===== config.mk =====
export PLATFORM = sky130hd
export DESIGN_NAME = bcmc_rate_limiter
export DESIGN_NICKNAME = d
export VERILOG_FILES = /design/src/rtl/rl_pkg.sv /design/src/rtl/rl_prescaler.sv /design/src/rtl/rl_class_ctr.sv /design/src/rtl/bcmc_rate_limiter.sv
export SDC_FILE = /design/constraint.sdc
export NUM_CORES = 1
export LEC_CHECK = 0
export ABC_AREA = 0
export BUFFER_PORTS_ARGS = -buffer_cell sky130_fd_sc_hd__buf_2
export CAP_MARGIN = 10
export CORE_UTILIZATION = 51
export CTS_CLUSTER_DIAMETER = 150
export DETAILED_ROUTE_END_ITERATION = 8
export PLACE_DENSITY = 0.68
export SYNTH_ARGS = -nofsm -noshare
export SYNTH_HDL_FRONTEND = slang
export SYNTH_SLANG_ARGS = --single-unit
export TNS_END_PERCENT = 20

===== constraint.sdc =====
create_clock -name clk_i -period 4.55 [get_ports clk_i]
set_input_delay 0.455 -clock clk_i [delete_from_list [all_inputs] [get_ports clk_i]]
set_output_delay 0.455 -clock clk_i [all_outputs]
set_load 0.05 [all_outputs]

===== src/rtl/rl_pkg.sv =====
package rl_pkg;
  typedef enum logic {
    CLS_BCAST = 1'b0,
    CLS_MCAST = 1'b1
  } rl_class_e;

  localparam int unsigned NUM_CLASSES = 2;
endpackage


===== src/rtl/rl_prescaler.sv =====
module rl_prescaler #(
  parameter int unsigned PRESC_W   = 19,
  parameter int unsigned PRESC_MIN = 16
) (
  input  logic               clk_i,
  input  logic               rst_ni,
  input  logic               we_i,
  input  logic [PRESC_W-1:0] val_i,
  output logic               tick_o
);
  localparam logic [PRESC_W-1:0] MIN_V = PRESC_W'(PRESC_MIN);

  logic [PRESC_W-1:0] presc_q, cnt_q, presc_d;

  assign presc_d = (val_i < MIN_V) ? MIN_V : val_i;
  assign tick_o  = (cnt_q == presc_q - PRESC_W'(1));

  always_ff @(posedge clk_i or negedge rst_ni) begin
    if (!rst_ni) begin
      presc_q <= MIN_V;
      cnt_q   <= '0;
    end else if (we_i) begin
      presc_q <= presc_d;
      cnt_q   <= '0;
    end else if (tick_o) begin
      cnt_q <= '0;
    end else begin
      cnt_q <= cnt_q + PRESC_W'(1);
    end
  end


  presc_floor_chk: assert property (@(posedge clk_i) disable iff (!rst_ni)
    presc_q >= MIN_V);

  cnt_in_range_chk: assert property (@(posedge clk_i) disable iff (!rst_ni)
    cnt_q < presc_q);

  wrap_restart_chk: assert property (@(posedge clk_i) disable iff (!rst_ni)
    tick_o |=> cnt_q == '0);

  write_restart_chk: assert property (@(posedge clk_i) disable iff (!rst_ni)
    we_i |=> (cnt_q == '0) && (presc_q >= MIN_V));
endmodule


===== src/rtl/rl_class_ctr.sv =====
module rl_class_ctr #(
  parameter int unsigned LIMIT_W = 8
) (
  input  logic               clk_i,
  input  logic               rst_ni,
  input  logic               en_i,
  input  logic               clr_i,
  input  logic               lim_we_i,
  input  logic [LIMIT_W-1:0] lim_i,
  input  logic               hit_i,
  output logic               drop_o
);
  logic [LIMIT_W-1:0] lim_q, cnt_q;
  logic               limited, take;

  assign limited = en_i && (lim_q != '0);
  assign drop_o  = limited && (cnt_q >= lim_q);
  assign take    = hit_i && limited && !drop_o;

  always_ff @(posedge clk_i or negedge rst_ni) begin
    if (!rst_ni) begin
      lim_q <= '0;
      cnt_q <= '0;
    end else begin
      if (lim_we_i) lim_q <= lim_i;
      if (clr_i)     cnt_q <= '0;
      else if (take) cnt_q <= cnt_q + LIMIT_W'(1);
    end
  end


  drop_no_count_chk: assert property (@(posedge clk_i) disable iff (!rst_ni)
    (hit_i && drop_o && !clr_i) |=> $stable(cnt_q));

  idle_when_off_chk: assert property (@(posedge clk_i) disable iff (!rst_ni)
    (!en_i && !clr_i) |=> $stable(cnt_q));

  window_clear_chk: assert property (@(posedge clk_i) disable iff (!rst_ni)
    clr_i |=> cnt_q == '0);

  zero_unlimited_chk: assert property (@(posedge clk_i) disable iff (!rst_ni)
    (lim_q == '0) |-> !drop_o);
endmodule


===== src/rtl/bcmc_rate_limiter.sv =====
module bcmc_rate_limiter #(
  parameter int unsigned NUM_PORTS = 4,
  parameter int unsigned LIMIT_W   = 8,
  parameter int unsigned PRESC_W   = 19,
  parameter int unsigned PRESC_MIN = 16,
  localparam int unsigned PORT_W   = (NUM_PORTS > 1) ? $clog2(NUM_PORTS) : 1
) (
  input  logic                 clk_i,
  input  logic                 rst_ni,
  input  logic                 enable_i,
  input  logic                 cfg_presc_we_i,
  input  logic [PRESC_W-1:0]   cfg_presc_i,
  input  logic                 cfg_lim_we_i,
  input  logic [PORT_W-1:0]    cfg_lim_port_i,
  input  logic                 cfg_lim_mcast_i,
  input  logic [LIMIT_W-1:0]   cfg_lim_val_i,
  input  logic [NUM_PORTS-1:0] frm_valid_i,
  input  logic [NUM_PORTS-1:0] frm_bcast_i,
  input  logic [NUM_PORTS-1:0] frm_mcast_i,
  output logic [NUM_PORTS-1:0] dec_valid_o,
  output logic [NUM_PORTS-1:0] dec_drop_o
);
  import rl_pkg::*;

  logic tick, clr;
  logic [NUM_PORTS-1:0] drop_d, valid_q, drop_q;

  rl_prescaler #(.PRESC_W(PRESC_W), .PRESC_MIN(PRESC_MIN)) u_presc (
    .clk_i  (clk_i),
    .rst_ni (rst_ni),
    .we_i   (cfg_presc_we_i),
    .val_i  (cfg_presc_i),
    .tick_o (tick)
  );

  // a prescale write opens a fresh window just like a wrap
  assign clr = tick || cfg_presc_we_i;

  for (genvar p = 0; p < NUM_PORTS; p++) begin : g_port
    logic [NUM_CLASSES-1:0] hit, cls_drop;

    // broadcast wins when both qualifiers are set
    assign hit[CLS_BCAST] = frm_valid_i[p] && frm_bcast_i[p];
    assign hit[CLS_MCAST] = frm_valid_i[p] && frm_mcast_i[p] && !frm_bcast_i[p];

    for (genvar c = 0; c < NUM_CLASSES; c++) begin : g_cls
      logic lim_we;
      assign lim_we = cfg_lim_we_i && (cfg_lim_port_i == PORT_W'(p))
                      && (cfg_lim_mcast_i == 1'(c));

      rl_class_ctr #(.LIMIT_W(LIMIT_W)) u_ctr (
        .clk_i    (clk_i),
        .rst_ni   (rst_ni),
        .en_i     (enable_i),
        .clr_i    (clr),
        .lim_we_i (lim_we),
        .lim_i    (cfg_lim_val_i),
        .hit_i    (hit[c]),
        .drop_o   (cls_drop[c])
      );
    end

    assign drop_d[p] = |(hit & cls_drop);


    drop_needs_valid_chk: assert property (@(posedge clk_i) disable iff (!rst_ni)
      dec_drop_o[p] |-> dec_valid_o[p]);

    one_cycle_latency_chk: assert property (@(posedge clk_i) disable iff (!rst_ni)
      frm_valid_i[p] |=> dec_valid_o[p]);

    unicast_pass_chk: assert property (@(posedge clk_i) disable iff (!rst_ni)
      (frm_valid_i[p] && !frm_bcast_i[p] && !frm_mcast_i[p]) |=> !dec_drop_o[p]);

    bypass_pass_chk: assert property (@(posedge clk_i) disable iff (!rst_ni)
      (frm_valid_i[p] && !enable_i) |=> !dec_drop_o[p]);
  end

  always_ff @(posedge clk_i or negedge rst_ni) begin
    if (!rst_ni) begin
      valid_q <= '0;
      drop_q  <= '0;
    end else begin
      valid_q <= frm_valid_i;
      drop_q  <= drop_d;
    end
  end

  assign dec_valid_o = valid_q;
  assign dec_drop_o  = drop_q;
endmodule


==> results of run 1 <==
[per-stage QoR]
step	hold WS, ps	total power [mW]
after floorplan	159	2.24
after detailed placement	494	2.44
after global placement	488	2.42
after CTS	137	3.95
final	115	3.92
after global routing	135	4.12
[cell type report]
type                    instances  area share
multi-input cells             710       0.464
repair buffers                 62      0.0317
clock buffers                  20      0.0402
inverters                      82      0.0277
well taps                     260      0.0293
flip-flops and latches        174       0.392
clock inverters                12      0.0144
[cells in the mapped netlist (all sizes together) (2+ instances only)]
library cell	instances
dfrtp	173
nor3	87
inv	82
ha	74
nand2	69
xnor2	61
mux2	49
o21ai	47
a21oi	34
nand3	27
nand4	27
xor2	27
clkbuf	26
a2111oi	23
nor2	23
a211oi	22
a21o	19
nor4	19
buf	15
or4	11
nand2b	10
o211ai	10
mux2i	9
and3	8
nand4b	8
or2	7
or3	6
a41o	4
and4	3
nor3b	3
o22ai	3
a22o	2
nor4b	2
o2111ai	2
o31ai	2
[sequential cells by signal, indices dropped and copies added (netlist names)]
name	cells
dec_valid_o	4
u_presc.cnt_q	19
g_port.g_cls.u_ctr.cnt_q	64
g_port.g_cls.u_ctr.lim_q	64
u_presc.presc_q	19
dec_drop_o	4
[final timing paths]
| path | cells past startpoint | endpoint | start | slack, ps |
|---|---|---|---|---|
| setup / recovery | 10 | g_port[0].g_cls[1].u_ctr.cnt_q[6] | u_presc.presc_q[0] | 940 |
| hold / removal | 1 | g_port[2].g_cls[1].u_ctr.cnt_q[4] | rst_ni | 110 |
| setup reg to reg | 10 | g_port[0].g_cls[1].u_ctr.cnt_q[6] | u_presc.presc_q[0] | 940 |
| hold reg to reg | 1 | g_port[3].g_cls[1].u_ctr.lim_q[6] | g_port[3].g_cls[1].u_ctr.lim_q[6] | 510 |
| max in group asynchronous | 2 | u_presc.presc_q[4] | rst_ni | 3310 |
| min in group clk_i | 1 | dec_valid_o[1] | frm_valid_i[1] | 150 |
[kinds of logic (layout without fill, tap and decap cells)]
kind of cell | count (synthesis) | in the layout | synth area share
and+or+nand+nor | 314 | 314 | 0.164
AOI/OAI and AO/OA | 176 | 176 | 0.116
DFF | 174 | 174 | 0.434
buffers and inverters | 123 | 176 | 0.0521
xor gates and xnor gates | 88 | 88 | 0.0768
adders and majority gates | 74 | 74 | 0.0923
muxes | 58 | 58 | 0.0640
[report_power, final]
part / switching, mW / internal (mW) / leakage (nW) / total (mW)
combinational: 0.335 / 0.261 / 2.34 / 0.596
clock: 0.630 / 0.883 / 0.283 / 1.51
sequential: 0.120 / 1.70 / 2.25 / 1.82
total: 1.09 / 2.84 / 4.87 / 3.92
[metal layers]
| layer | part of all wire | up-vias | routed length (um) |
|---|---|---|---|
| li1 | - | 3716 | - |
| met4 | 0.010 | 0 | 222 |
| met2 | 0.46 | 136 | 9830 |
| met3 | 0.032 | 17 | 679 |
| met1 | 0.50 | 3617 | 10500 |
| met5 | 0 | - | 0 |
==> flow_summary.toml, run 1 <==
[sta]
postLayoutSetupSlackWorst_ps = 940
timing_max_transition_violations_final = 0
finalHoldViolations = 0
timing.max_slew.rel_slack = 0.312
fmax_ghz = 0.277
tightestPinTransition_ps = 1010
min_period_ps = 3610
unrepaired_setup_endpoints_after_global_routing = "no"
fin_tns_setup_ps = 0
period_share = 0.794
setup_viol_count_final = 0
timing.clock.skew_ps = 9.35

[cells_and_area]
fin_cells = 1320
area.sequential_um2 = 4360
finalCoreUtilization = 0.584
area_growth_from_synthesis_to_layout_pct = 10.7
total_area_of_multi_input_combinational_cells_um2 = 5160
antenna_cells = 0
layout-drive-gt1-share = 0.141
final_nets = 1168
mostFrequentLayoutCells = "sky130_fd_sc_hd__dfrtp_1 (173), sky130_fd_sc_hd__nor3_1 (87), sky130_fd_sc_hd__inv_1 (82)"
final_design_area_no_fill_um2 = 11100
num-fill-cells = 1703
layout_commonest_cell = "sky130_fd_sc_hd__dfrtp_1"

[synth]
postSynthNetCount = 1128
postSynth.topFlopCell = "sky130_fd_sc_hd__dfrtp_1"
netlist_area_um2 = 10000
ys_ff_latch = 174
synth-warning-count = 0
syn-mean-instance-area_um2 = 9.96
number_of_cells_produced_by_synthesis = 1007
fraction_of_the_yosys_area_taken_by_sequential_cells = 0.434
synth.top_cells.by_area = "sky130_fd_sc_hd__dfrtp_1 (43%), sky130_fd_sc_hd__ha_1 (9.2%), sky130_fd_sc_hd__mux2_2 (5.5%)"
synthDominantAreaCellType = "sky130_fd_sc_hd__dfrtp_1"
postSynth.asyncResetShare = 1.00
number_of_flops_mapped_to_enable_cells_by_yosys = 0
synth_top_area_share = 0.432
yosys.cell_types.count = 53

[global_route]
gr-usage-met1 = 0.322
grt_busiest_layer = "met2"
via_count_of_the_first_global_routing_pass = 7308
grt_max_degree = 98
grt_pass1_wl_um = 36700
grt-ovfl-total = 0
antenna_found_initial = 0
total_global_routing_track_utilization = 0.230
gr-usage-met2 = 0.364
met3_track_usage_gr = 0.0441

[setup_path]
setup.worst_path.start_class = "flip-flop"
critPathArrivalTime_ps = 3870
critical_path.top_delay_family = "simple AND/OR/NAND/NOR gates"
cp_num_buf_inv = 2
worstPathRequired_ps = 4810
crit_path_end_kind = "flip-flop"
slowest_delay_ps = 590
critical_path.slowest_cell = "sky130_fd_sc_hd__or4b_1"
timing.critical_path.fanout_max = 83
critPathKind = "flip-flop to flip-flop"
cp_cell_sequence = "inv_1, ha_1, or4b_1, or4_1, xnor2_1, nor4b_1, o32ai_1, nor4_2, buf_12, nor3_1"

[placement]
dp_hpwl_um = 14500
place_inst = 1288
placement.setup.worst_slack_ps = 1010
final_gp_congestion = 0.852
io_buffer_count = 54
placedInstanceArea_um2 = 10500

[floorplan]
die-height_um = 142
total_die_area_um2 = 20200
start_util = 0.527
die_width_um = 142
floorplan.io_pins = 55
fp.coreArea_um2 = 19000
row_count = 50

[drt]
routed_wire_length_per_instance_um = 16.1
via_per_inst = 5.67
drtPass1Iterations = 6
vias = 7486
routed_wirelength_um = 21300
detail_route.drc_violations = 0
drtAntennaViolNets = 0
drt_iter0_markers = 417

[cts]
path_clk_slew_ps = 70
clockBufferDepth = 2
ctsRootBufferMaster = "sky130_fd_sc_hd__clkbuf_16"
cts.sink_count = 174
cts_max_level = 4
tritoncts = "done"
post_cts.resized_instances = 0
number_of_buffers_inserted_to_repair_setup_after_cts = 0
cts-buffers-inserted = 17
postCtsHoldBufs = 0
clk_latency_ps = 430

[power]
static-leakage-power_nw = 4.87
vdd_drop_max_uv = 266
power_density_nw_per_um2 = 353

[hold_path]
min_path_type = "input port to async pin"

[run_status]
run_status = "finished, final reports clean"

[run]
timing.max_cap.violations = 0
No activity file was read; power rests on OpenSTA's default activity.
==> inputs of run 2 (changes only) <==
==> constraint.sdc (replaced) <==
create_clock -name clk_i -period 3.4 [get_ports clk_i]
set_input_delay 0.34 -clock clk_i [delete_from_list [all_inputs] [get_ports clk_i]]
set_output_delay 0.34 -clock clk_i [all_outputs]
set_load 0.05 [all_outputs]
==> run 2 against run 1 <==
Effect of this change:
- first-iteration DRC count is 12% higher
- sequential power rose by 34%
- clock-buffer cell count is 3 higher
- combinational power grew 39%
- worst hold slack got worse by 72 ps
- critical path type unchanged
- largest cell class unchanged
==> flow_summary.toml, run 2 (synthesis gave the netlist of run 1 again) <==
[run_status]
run_status = "finished, final reports clean"

[setup_path]
critical_path.slowest_cell = "sky130_fd_sc_hd__or4b_1"
cp_cell_sequence = "inv_1, ha_1, or4b_1, buf_4, or3_1, o21ai_0, nand4_1, nor4_2, buf_6, buf_6, nor3_1"
timing.critical_path.fanout_max = 12
critical_path.top_delay_family = "simple AND/OR/NAND/NOR gates"
critPathArrivalTime_ps = 3470
setup.worst_path.start_class = "flip-flop"
timing.critical_path.mode_cell = "sky130_fd_sc_hd__buf_6"
critPathKind = "flip-flop to flip-flop"
crit_path_end_kind = "flip-flop"
slowest_delay_ps = 490
cp_num_buf_inv = 4
worstPathRequired_ps = 3660
rrSetupSlack_ps = 190

[global_route]
grt_max_degree = 102
total_global_routing_track_utilization = 0.234
antenna_found_initial = 0
grt-ovfl-total = 0
via_count_of_the_first_global_routing_pass = 7288
grt_pass1_wl_um = 37100

[drt]
drtAntennaViolNets = 0
via_per_inst = 5.76
drtPass1Iterations = 5
routed_wirelength_um = 22600
vias = 7677
routed_wire_length_per_instance_um = 17.0
detail_route.drc_violations = 0
drt_iter0_markers = 467

[power]
vdd_drop_max_uv = 377
pwr-share-seq = 0.460
power.switching_mw = 1.45
clkPwrFrac = 0.382
power.switching_fraction = 0.274
share_comb_of_total_power = 0.157
static-leakage-power_nw = 4.97
internal-power_mw = 3.83
power_density_nw_per_um2 = 466

[cts]
cts_max_level = 4
number_of_buffers_inserted_to_repair_setup_after_cts = 0
tritoncts = "done"
path_clk_slew_ps = 70
ctsRootBufferMaster = "sky130_fd_sc_hd__clkbuf_16"
clk_latency_ps = 430
cts.sink_count = 174
cts-buffers-inserted = 17
clockBufferDepth = 2

[sta]
timing_max_transition_violations_final = 0
timing.clock.skew_ps = 7.22
min_period_ps = 3210
fin_tns_setup_ps = 0
fmax_ghz = 0.311
unrepaired_setup_endpoints_after_global_routing = "no"
period_share = 0.945
tightestPinTransition_ps = 1130
setup_viol_count_final = 0
timing.max_slew.rel_slack = 0.249
finalHoldViolations = 0

[floorplan]
floorplan.io_pins = 55
die_width_um = 142
fp.coreArea_um2 = 19000
die-height_um = 142
row_count = 50
total_die_area_um2 = 20200
start_util = 0.527

[placement]
io_buffer_count = 54
final_gp_congestion = 0.876
place_inst = 1295
dp_hpwl_um = 15000

[hold_path]
min_path_type = "input port to flip-flop"

[cells_and_area]
final_nets = 1180
fin_cells = 1332
mostFrequentLayoutCells = "sky130_fd_sc_hd__dfrtp_1 (173), sky130_fd_sc_hd__nor3_1 (87), sky130_fd_sc_hd__inv_1 (82)"
area_growth_from_synthesis_to_layout_pct = 12.7
layout_commonest_cell = "sky130_fd_sc_hd__dfrtp_1"
largest_registers = "g_port.g_cls.u_ctr.cnt_q: 64 flops, g_port.g_cls.u_ctr.lim_q: 64 flops"
num-fill-cells = 1684
antenna_cells = 0
layout-drive-gt1-share = 0.151

[run]
timing.max_cap.violations = 0
-- run 2: changes by cell type in the layout (fill, tap and decap cells not counted), moves of 2 or more --
| cell | previous run | this run |
|---|---|---|
| sky130_fd_sc_hd__buf_4 | 8 | 12 |
| sky130_fd_sc_hd__buf_6 | 1 | 3 |
| sky130_fd_sc_hd__clkbuf_1 | 2 | 4 |
| sky130_fd_sc_hd__clkbuf_16 | 17 | 20 |
| sky130_fd_sc_hd__inv_6 | 2 | 0 |
| sky130_fd_sc_hd__or4_1 | 11 | 8 |
| sky130_fd_sc_hd__or4_4 | 0 | 3 |
-- run 2: path summary, 6_finish.rpt --
path	end	cells past startpoint	start
min in group asynchronous	g_port[2].g_cls[1].u_ctr.cnt_q[4]	2	rst_ni
worst max-delay path	g_port[0].g_cls[0].u_ctr.cnt_q[6]	11	u_presc.presc_q[0]
worst min-delay path	dec_valid_o[1]	1	frm_valid_i[1]
max in group asynchronous	g_port[3].g_cls[0].u_ctr.lim_q[7]	3	rst_ni
worst min register to register	g_port[3].g_cls[1].u_ctr.lim_q[5]	1	g_port[3].g_cls[1].u_ctr.lim_q[5]
worst max register to register	g_port[0].g_cls[0].u_ctr.cnt_q[6]	11	u_presc.presc_q[0]
-- run 2: repair_timing --
action / CTS / global route
hold buffers: 1 / 0
resized for setup: 0 / 7
setup endpoints to repair: 0 / 82
hold endpoints to repair: 63 / 0
-- run 2: final cells by class --
cell class	instances	area (um2)	area share
inverter	82	308	0.0272
clock buffer	23	468	0.0414
clock inverter	9	135	0.0120
tap	260	325	0.0288
timing repair buffer	74	537	0.0475
sequential	174	4360	0.385
multi-input combinational	710	5170	0.458
-- run 2: routing by layer --
| metal | track usage | wire length (um) | vias up |
|---|---|---|---|
| met1 | 0.343 | 11200 | 3743 |
| li1 | - | - | 3764 |
| met2 | 0.356 | 10300 | 143 |
| met4 | 0.0668 | 343 | 0 |
| met3 | 0.0384 | 684 | 27 |
| met5 | 0 | 0 | - |
-- run 2: power groups by stage --
stage	logic (mW)	clock network, mW	registers (mW)
after floorplan	0.577	0	2.42
after global routing	0.946	2.13	2.46
after global placement	0.793	0	2.45
after CTS	0.830	2.05	2.42
after detailed placement	0.820	0	2.46
final	0.830	2.02	2.43
-- run 2: metrics by stage --
stage	power [mW]	utilization	area, um2	hold WS [ps]	setup WS, ps
after floorplan	3.00	-	10000	44.4	258
after global placement	3.25	0.556	10600	377	156
after detailed placement	3.28	0.556	10600	381	84.5
after CTS	5.30	0.588	11200	25.8	50.1
after global routing	5.54	0.594	11300	36.1	20.2
final	5.27	0.594	11300	42.7	187
-- run 2: worst reg2reg max path, delay by kind of cell (launching register included) --
family / cells / cell delay [ps]
and+or+nand+nor: 5 / 1410
buffers and inverters: 4 / 730
DFF: 1 / 430
AOI/OAI and AO/OA: 1 / 240
adders and majority gates: 1 / 230
==> inputs of run 3 (changes only) <==
--- a/config.mk
+++ b/config.mk
@@ -12,6 +12,7 @@
 export CTS_CLUSTER_DIAMETER = 150
 export DETAILED_ROUTE_END_ITERATION = 8
 export PLACE_DENSITY = 0.68
+export REMOVE_ABC_BUFFERS = 1
 export SYNTH_ARGS = -nofsm -noshare
 export SYNTH_HDL_FRONTEND = slang
 export SYNTH_SLANG_ARGS = --single-unit
==> run 3 against run 2 <==
Effect of this change:
- final cell count shrank 0.38%
- sequential power about the same
- total power down 3.3%
- sequential share of layout area is 0.44 points higher
- clock-buffer cell count decreased by 4
- core utilization fell by 0.67 points
- sequential cell count stayed put
- via count is 1.6% lower
- setup slack improved by 74 ps
- critical path depth shrank 2
==> flow_summary.toml, run 3 (synthesis gave the netlist of run 1 again) <==
[sta]
tightestPinTransition_ps = 842
fmax_ghz = 0.319
period_share = 0.923
timing.clock.skew_ps = 8.44
timing_max_transition_violations_final = 0
min_period_ps = 3140
setup_viol_count_final = 0
fin_tns_setup_ps = 0
hold_slack_ps = 44.4
unrepaired_setup_endpoints_after_global_routing = "no"
timing.max_slew.rel_slack = 0.434
postLayoutSetupSlackWorst_ps = 261
finalHoldViolations = 0

[power]
post-layout-total-power_mw = 5.10
power_density_nw_per_um2 = 456
static-leakage-power_nw = 4.92
vdd_drop_max_uv = 350

[global_route]
via_count_of_the_first_global_routing_pass = 7319
grt-ovfl-total = 0
total_global_routing_track_utilization = 0.236
grt_pass1_wl_um = 37300
antenna_found_initial = 0
grt_max_degree = 102

[floorplan]
floorplan.io_pins = 55
die-height_um = 142
fp.coreArea_um2 = 19000
total_die_area_um2 = 20200
die_width_um = 142
row_count = 50
start_util = 0.527

[cts]
tritoncts = "done"
cts.sink_count = 174
ctsRootBufferMaster = "sky130_fd_sc_hd__clkbuf_16"
cts_max_level = 4
cts-buffers-inserted = 17
clockBufferDepth = 2
clk_latency_ps = 430
path_clk_slew_ps = 70

[hold_path]
min_path_type = "input port to flip-flop"
hold-path-endpoint = "dec_valid_o[0]"
hold_path_stages = 1
hold_start = "frm_valid_i[0]"

[setup_path]
crit_path_end_kind = "flip-flop"
critPathArrivalTime_ps = 3420
worst_r2r_endpoint = "g_port[2].g_cls[0].u_ctr.cnt_q[7]"
setup.worst_path.start_class = "flip-flop"
timing.rr.start = "u_presc.presc_q[6]"
ff2ff_path_depth = 9
rrSetupSlack_ps = 260
critPathKind = "flip-flop to flip-flop"
timing.critical_path.fanout_max = 32
worstPathRequired_ps = 3680

[drt]
routed_wire_length_per_instance_um = 16.6
detail_route.drc_violations = 0
vias = 7556
routed_wirelength_um = 22100
drt_iter0_markers = 360
via_per_inst = 5.69
drtPass1Iterations = 5
drtAntennaViolNets = 0

[placement]
place_inst = 1295
dp_hpwl_um = 15500
io_buffer_count = 54
final_gp_congestion = 0.860
placement.setup.worst_slack_ps = 182

[cells_and_area]
final_nets = 1176
layout-drive-gt1-share = 0.149
area_growth_from_synthesis_to_layout_pct = 11.4
layout_commonest_cell = "sky130_fd_sc_hd__dfrtp_1"
antenna_cells = 0
fin_cells = 1327
largest_registers = "g_port.g_cls.u_ctr.cnt_q: 64 flops, g_port.g_cls.u_ctr.lim_q: 64 flops"
mostFrequentLayoutCells = "sky130_fd_sc_hd__dfrtp_1 (173), sky130_fd_sc_hd__nor3_1 (87), sky130_fd_sc_hd__inv_1 (82)"

[run]
timing.max_cap.violations = 0

[run_status]
run_status = "finished, final reports clean"
[run 3: changes by cell type in the layout (fill, tap and decap cells not counted)]
cell	delta
sky130_fd_sc_hd__clkinv_4	-1
sky130_fd_sc_hd__clkbuf_1	-3
sky130_fd_sc_hd__buf_4	-1
sky130_fd_sc_hd__bufinv_16	-2
sky130_fd_sc_hd__inv_6	+4
sky130_fd_sc_hd__buf_6	-2
sky130_fd_sc_hd__clkbuf_16	-3
sky130_fd_sc_hd__buf_12	+3
sky130_fd_sc_hd__clkinv_2	+2
sky130_fd_sc_hd__a2111oi_0	+1
sky130_fd_sc_hd__buf_16	-1
sky130_fd_sc_hd__clkbuf_8	-1
sky130_fd_sc_hd__a2111oi_2	-1
[run 3: layout make-up]
class	instances	area (um2)
clock buffers	19	443
well taps	260	325
multi-input cells	710	5170
inverters	82	308
fillers	1678	7840
clock inverters	12	111
flip-flops and latches	174	4360
repair buffers	70	464
[run 3: layer usage]
metal	part of all wire	global-route usage	vias up
li1	-	-	3746
met3	0.028	0.0367	16
met2	0.47	0.380	88
met1	0.49	0.334	3706
met5	0	0	-
met4	0.011	0.0583	0
[run 3: worst max-delay path by stage]
stage          cells after the start                                end          startpoint
2_1_floorplan                      9  g_port[0].g_cls[0].u_ctr.cnt_q[0]  u_presc.presc_q[0]
3_3_place_gp                       9  g_port[2].g_cls[0].u_ctr.cnt_q[1]  u_presc.presc_q[6]
3_5_place_dp                       9  g_port[2].g_cls[0].u_ctr.cnt_q[2]  u_presc.presc_q[6]
4_1_cts                            9  g_port[3].g_cls[0].u_ctr.cnt_q[1]  u_presc.presc_q[6]
5_1_grt                           11  g_port[3].g_cls[0].u_ctr.cnt_q[0]  u_presc.presc_q[0]
6_report                           9  g_port[2].g_cls[0].u_ctr.cnt_q[7]  u_presc.presc_q[6]
[run 3: report_power, final]
group	total, mW	internal [mW]	switching, mW	leakage [nW]
Sequential	2.42	2.27	0.153	2.25
Clock	1.85	1.03	0.823	0.266
Combinational	0.823	0.357	0.465	2.40
Total	5.10	3.66	1.44	4.92
[run 3: per-stage QoR]
step           utilization  area (um2)
2_1_floorplan            -        9810
3_3_place_gp         0.557       10600
3_5_place_dp         0.557       10600
4_1_cts              0.587       11200
5_1_grt              0.588       11200
6_report             0.588       11200
[run 3: what timing repair did]
| action | 4_1_cts | 5_1_grt |
|---|---|---|
| buffers inserted | 0 | 0 |
| resized for setup | 0 | 3 |
| endpoints found under the hold margin | 47 | 0 |
| setup endpoints to repair | 0 | 83 |
| hold buffers | 1 | 0 |
[run 3: critical path: stages, from the launching register on]
cell and delay (ps):
sky130_fd_sc_hd__dfrtp_1 440, sky130_fd_sc_hd__or4_4 590, sky130_fd_sc_hd__or4_1 500, sky130_fd_sc_hd__or3_1 360, sky130_fd_sc_hd__a211oi_1 240, sky130_fd_sc_hd__o32ai_1 110, sky130_fd_sc_hd__nor4_2 260, sky130_fd_sc_hd__buf_4 200
sky130_fd_sc_hd__buf_12 190, sky130_fd_sc_hd__a211oi_1 70
